<file path="src/rtl/avgdec_pkg.sv">
package avgdec_pkg;
    localparam int DATA_W  = 16;
    localparam int MAX_D   = 16;
    localparam int D_W     = $clog2(MAX_D + 1);
    localparam int ACC_W   = DATA_W + MAX_D + 1;
    localparam int CNT_W   = MAX_D + 1;
    localparam int ADDR_W  = 8;
    localparam int WDATA_W = 16;

    typedef logic signed [DATA_W-1:0] sample_t;
    typedef logic signed [ACC_W-1:0]  acc_t;
    typedef logic [CNT_W-1:0]         cnt_t;
    typedef logic [D_W-1:0]           dsel_t;

    typedef struct packed {
        logic    valid;
        sample_t data;
    } result_t;

    // Limit a raw field to the largest legal block exponent.
    function automatic dsel_t clamp_d(input dsel_t raw);
        if (raw > dsel_t'(MAX_D)) return dsel_t'(MAX_D);
        return raw;
    endfunction

    // Count value of the last sample in a block of 2^d.
    function automatic cnt_t last_index(input dsel_t d);
        return (cnt_t'(1) << d) - cnt_t'(1);
    endfunction

    // Divide the block sum by 2^d, rounding toward minus infinity.
    function automatic sample_t scale_down(input acc_t s, input dsel_t d);
        acc_t sh;
        sh = s >>> d;
        return sh[DATA_W-1:0];
    endfunction
endpackage

</file>
<file path="src/rtl/avgdec_cfg.sv">
module avgdec_cfg
    import avgdec_pkg::*;
#(
    parameter logic [ADDR_W-1:0] REG_ADDR = 8'h22
) (
    input  logic              clk,
    input  logic              rst,
    input  logic              wr_en,
    input  logic [ADDR_W-1:0] wr_addr,
    input  logic [D_W-1:0]    wr_field,
    output dsel_t             d_q,
    output logic              hit
);
    assign hit = wr_en && (wr_addr == REG_ADDR);

    always_ff @(posedge clk) begin
        if (rst)      d_q <= '0;
        else if (hit) d_q <= clamp_d(wr_field);
    end

    AST_D_LIMIT: assert property (@(posedge clk) disable iff (rst)
        d_q <= dsel_t'(MAX_D));
    AST_OTHER_ADDR_KEEP: assert property (@(posedge clk) disable iff (rst)
        !hit |=> $stable(d_q));
endmodule

</file>
<file path="src/rtl/avgdec_accum.sv">
module avgdec_accum
    import avgdec_pkg::*;
(
    input  logic    clk,
    input  logic    rst,
    input  logic    clear,
    input  dsel_t   d,
    input  logic    in_valid,
    input  sample_t in_data,
    output logic    fire,
    output sample_t avg
);
    acc_t acc_q;
    acc_t sum_next;
    cnt_t cnt_q;

    always_comb begin
        sum_next = acc_q + acc_t'(in_data);
        fire     = in_valid && !clear && (cnt_q == last_index(d));
        avg      = scale_down(sum_next, d);
    end

    always_ff @(posedge clk) begin
        if (rst || clear) begin
            acc_q <= '0;
            cnt_q <= '0;
        end else if (in_valid) begin
            if (fire) begin
                acc_q <= '0;
                cnt_q <= '0;
            end else begin
                acc_q <= sum_next;
                cnt_q <= cnt_q + cnt_t'(1);
            end
        end
    end

    AST_CNT_IN_BLOCK: assert property (@(posedge clk) disable iff (rst)
        cnt_q <= last_index(d));
    AST_CLEAR_ON_WRITE: assert property (@(posedge clk) disable iff (rst)
        clear |=> (cnt_q == '0 && acc_q == '0));
    AST_IDLE_HOLD: assert property (@(posedge clk) disable iff (rst)
        (!in_valid && !clear) |=> ($stable(cnt_q) && $stable(acc_q)));
endmodule

</file>
<file path="src/rtl/avgdec_out.sv">
module avgdec_out
    import avgdec_pkg::*;
(
    input  logic    clk,
    input  logic    rst,
    input  logic    fire,
    input  sample_t avg,
    output result_t res
);
    always_ff @(posedge clk) begin
        if (rst) begin
            res <= '0;
        end else begin
            res.valid <= fire;
            if (fire) res.data <= avg;
        end
    end
endmodule

</file>
<file path="src/rtl/avg_decimator.sv">
module avg_decimator
    import avgdec_pkg::*;
#(
    parameter logic [ADDR_W-1:0] REG_ADDR = 8'h22
) (
    input  logic                     clk,
    input  logic                     rst,
    input  logic                     cfg_we,
    input  logic [ADDR_W-1:0]        cfg_addr,
    input  logic [WDATA_W-1:0]       cfg_wdata,
    input  logic                     in_valid,
    input  logic signed [DATA_W-1:0] in_data,
    output logic                     out_valid,
    output logic signed [DATA_W-1:0] out_data
);
    dsel_t   d_q;
    logic    cfg_hit;
    logic    fire;
    sample_t avg;
    result_t res;
    logic    unused_hi;

    assign unused_hi = ^cfg_wdata[WDATA_W-1:D_W];

    avgdec_cfg #(.REG_ADDR(REG_ADDR)) u_cfg (
        .clk      (clk),
        .rst      (rst),
        .wr_en    (cfg_we),
        .wr_addr  (cfg_addr),
        .wr_field (cfg_wdata[D_W-1:0]),
        .d_q      (d_q),
        .hit      (cfg_hit)
    );

    avgdec_accum u_accum (
        .clk      (clk),
        .rst      (rst),
        .clear    (cfg_hit),
        .d        (d_q),
        .in_valid (in_valid),
        .in_data  (in_data),
        .fire     (fire),
        .avg      (avg)
    );

    avgdec_out u_out (
        .clk  (clk),
        .rst  (rst),
        .fire (fire),
        .avg  (avg),
        .res  (res)
    );

    assign out_valid = res.valid;
    assign out_data  = res.data;

    AST_PASSTHRU: assert property (@(posedge clk) disable iff (rst)
        (d_q == '0 && in_valid && !cfg_hit) |=>
            (out_valid && out_data == $past(in_data)));
    AST_SINGLE_PULSE: assert property (@(posedge clk) disable iff (rst)
        (out_valid && d_q != '0) |=> !out_valid);
endmodule

</file>
<file path="config.mk">
export PLATFORM = sky130hd
export DESIGN_NAME = avg_decimator
export DESIGN_NICKNAME = d
export VERILOG_FILES = /design/src/rtl/avgdec_pkg.sv /design/src/rtl/avgdec_cfg.sv /design/src/rtl/avgdec_accum.sv /design/src/rtl/avgdec_out.sv /design/src/rtl/avg_decimator.sv
export SDC_FILE = /design/constraint.sdc
export NUM_CORES = 1
export LEC_CHECK = 0
export ABC_AREA = 1
export CORE_UTILIZATION = 60
export DETAILED_ROUTE_END_ITERATION = 8
export PLACE_DENSITY = 0.83
export SLEW_MARGIN = 20
export SYNTH_ARGS = -nofsm -noshare
export SYNTH_HDL_FRONTEND = slang
export SYNTH_HIERARCHICAL = 1
export SYNTH_SLANG_ARGS = --single-unit
</file>
<file path="constraint.sdc">
create_clock -name clk -period 3.9 [get_ports clk]
set_input_delay 0.78 -clock clk [delete_from_list [all_inputs] [get_ports clk]]
set_output_delay 0.78 -clock clk [all_outputs]
set_load 0.1 [all_outputs]
</file>
==> out/results.txt, run 1 <==
cell area after synthesis: 7640 sq um
initial DRC count: 812
Cell variety after synth: 42
initial antenna violation count: 0
cts bufs inserted: 9
cell depth of the worst flop-to-flop path: 13
power per cell area: 352 nW/um^2
1st-pass router iterations: 5
htree depth: 3
warnings from Yosys: 6
pre-CTS setup slack: 109 ps
number of global-route vias before repair: 8127
average size of a mapped cell: 5.57 sq um
Layout area overhead: 10.9%
flops & latches, synth: 72
Fin Setup TNS: 0 ps
commonest non-fill, non-tap cell in the layout: nand2_1
Die X: 115 um
Worst setup endpoint: u_out/res[1]
Final Hold Viols: 0
Worst Hold Class: reg2reg
Pins Over Slew Limit: 0
fmax: 0.286 GHz
Worst Path Max Fanout: 18
final setup fails: 0
crit path launch type: input pin
# fillers: 1224
Nets: 1481
Max Root-Sink Buffers: 2
Final Core Density: 0.694
core region area: 12200 sq um
Top Ports: 61
flop2flop setup slack: 680 ps
Worst R2R Start: u_cfg/d_q[2]
post-synth net total: 1451
total clock sinks: 72
Die ar.: 13200 sq um
Setup Buffers After CTS: 0
Root Driver: clkbuf_16
drt wl/cell: 14.2 um
HPWL after DPL: 17300 um
register area share after synthesis: 0.189
IR drop worst, VDD: 0.225 mV
share of cells above drive strength 1: 0.0469
All-Layer GR Usage: 0.359
drt total wl: 22400 um
Cell Count Post-Placement: 1559
FP Rows: 40
Setup Skew: 7.96 ps
CTS tree: done
largest net degree at the start of global routing: 39
Final WS setup: 400 ps
post-route non-filler standard cell count: 1575
Overall Power: 2.99 mW
global route overflow: 0
commonest non-fill, non-tap cells in the layout: 433 x nand2_1, 275 x nand3_1, 183 x inv_1
CP Class: in2reg
outcome: finished clean
Worst Max-Slew Pin Slew: 994 ps
Pleak: 4.36 nW
RSZ-0062 raised after global routing: no
Worst Setup End Kind: register
Initial Utilization: 0.626
later-pin clock latency in the skew report: 350 ps
fin crit share: 0.897
total of max-cap violations: 0
relative slew slack: 0.335
via count: 8787
Port Buf Inserts: 49
drt drc: 0
Syn Inst Count: 1372
Die Y: 115 um
post_cts resized: 0
reg2reg end: u_accum/cnt_q[6]
cts hold-fix bufs: 0
vias per cell: 5.58
antenna viol nets, final: 0
Reg clk slew, reported paths: 60 ps
min Tclk post-route: 3500 ps
WP data required: 4140 ps
n_diodes: 0
Arr. time, crit path: 3740 ps
GPL Wtd Cong: 0.994
crit path from: in_data[15]
first-pass GRT wire length: 37500 um
## worst min path at each step
stage	startpoint	slack [ps]	endpoint	cells past startpoint
floorplan	u_accum/acc_q[0]	450	u_accum/acc_q[0]	2
global placement	u_accum/acc_q[17]	460	u_accum/acc_q[17]	2
detailed placement	u_accum/acc_q[14]	460	u_accum/acc_q[14]	2
CTS	u_accum/acc_q[14]	470	u_accum/acc_q[14]	2
global route	u_accum/acc_q[25]	490	u_accum/acc_q[25]	2
finish	u_accum/acc_q[18]	470	u_accum/acc_q[18]	2
## state kept, by name (all words and copies together) (netlist names)
| name | cells |
|---|---|
| u_accum/cnt_q | 17 |
| u_cfg/d_q | 5 |
| u_out/res | 17 |
| u_accum/acc_q | 33 |
## where the power goes
part / switching, mW / total (mW) / internal [mW]
Combinational: 0.943 / 1.36 / 0.420
Clock: 0.359 / 0.792 / 0.433
Sequential: 0.0332 / 0.830 / 0.796
## cell usage after synthesis
cell type / n / area [sq um]
nand2_1: 433 / 1630
nand3_1: 275 / 1380
inv_1: 183 / 687
nor2_1: 116 / 435
dfxtp_1: 72 / 1440
a21oi_1: 65 / 325
ha_1: 34 / 425
xor2_1: 27 / 236
nand4_1: 15 / 93.8
buf_1: 14 / 52.6
clkbuf_1: 13 / 48.8
nor3_1: 13 / 65.1
nand2_2: 12 / 75.1
o21ai_0: 12 / 60.1
nor2_2: 11 / 68.8
xnor2_1: 11 / 96.3
nand3b_1: 8 / 60.1
buf_2: 5 / 25.0
buf_6: 5 / 56.3
inv_2: 5 / 18.8
o21bai_1: 5 / 37.5
buf_4: 4 / 30.0
clkinv_1: 4 / 15.0
nor2_4: 4 / 45.0
o21ai_1: 3 / 15.0
a22oi_1: 2 / 15.0
nand2_4: 2 / 22.5
nand3_2: 2 / 20.0
nor3b_1: 2 / 15.0
o21a_1: 2 / 15.0
o22ai_1: 2 / 12.5
a21o_1: 1 / 7.51
and2_1: 1 / 6.26
and3_1: 1 / 6.26
buf_12: 1 / 20.0
buf_8: 1 / 15.0
fa_1: 1 / 20.0
mux2i_1: 1 / 10.0
nand3_4: 1 / 17.5
nor4_1: 1 / 6.26
o211ai_1: 1 / 7.51
or2_2: 1 / 6.26
## logic make-up (layout without fill, tap and decap cells)
kind of cell,after synthesis,in the layout,share of synthesized area
multiplexers,1,1,0.00131
AO/OA/AOI/OAI,93,93,0.0649
XOR/XNOR,38,38,0.0436
AND/OR/NAND/NOR,898,898,0.516
buffers and inverters,235,270,0.127
adder cells (fa/ha/maj),35,35,0.0583
flip-flops,72,72,0.189
## worst max-delay path, stage by stage
cell             delay (ps)
clkdlybuf4s50_1         450
buf_12                  180
ha_1                    400
nand2_1                 120
nor2_1                  210
inv_1                    70
nor2_1                  270
and2_1                  180
nand2_1                  80
nand3_1                 140
nand2_1                  90
nand2_1                  60
nand3_1                 110
nand2_1                 100
nand2_1                  80
nand3_1                  80
nand3_1                 100
inv_1                    80
nand2_2                  40
nand2_1                  80
nor2_2                   30
## through the flow
stage,area [sq um],hold WS (ps)
floorplan,7640,449
global placement,8200,456
detailed placement,8200,460
CTS,8470,469
global route,8470,486
finish,8470,468
## layer usage
layer	wire [um]	share of wire	vias up	GRT usage
met5	0	0	-	0
met4	763	0.034	0	0.170
met3	1760	0.079	60	0.0506
met2	10300	0.46	350	0.603
met1	9530	0.43	3925	0.455
li1	-	-	4452	-
## cell type report
cell class	count	area [sq um]	area share
sequential	72	1440	0.170
tap	168	210	0.0248
clock inverter	6	42.5	0.00502
clock buffer	10	229	0.0270
inverter	192	721	0.0851
timing repair buffer	62	601	0.0709
multi-input combinational	1065	5230	0.617
Note: power is estimated with default switching activity, not from simulation.
==> run 2, diff against run 1 <==
Settings changed: SLEW_MARGIN 20 to default.
==> results of run 2 <==
The final DEF is identical to that of run 1; final timing and power are the same.
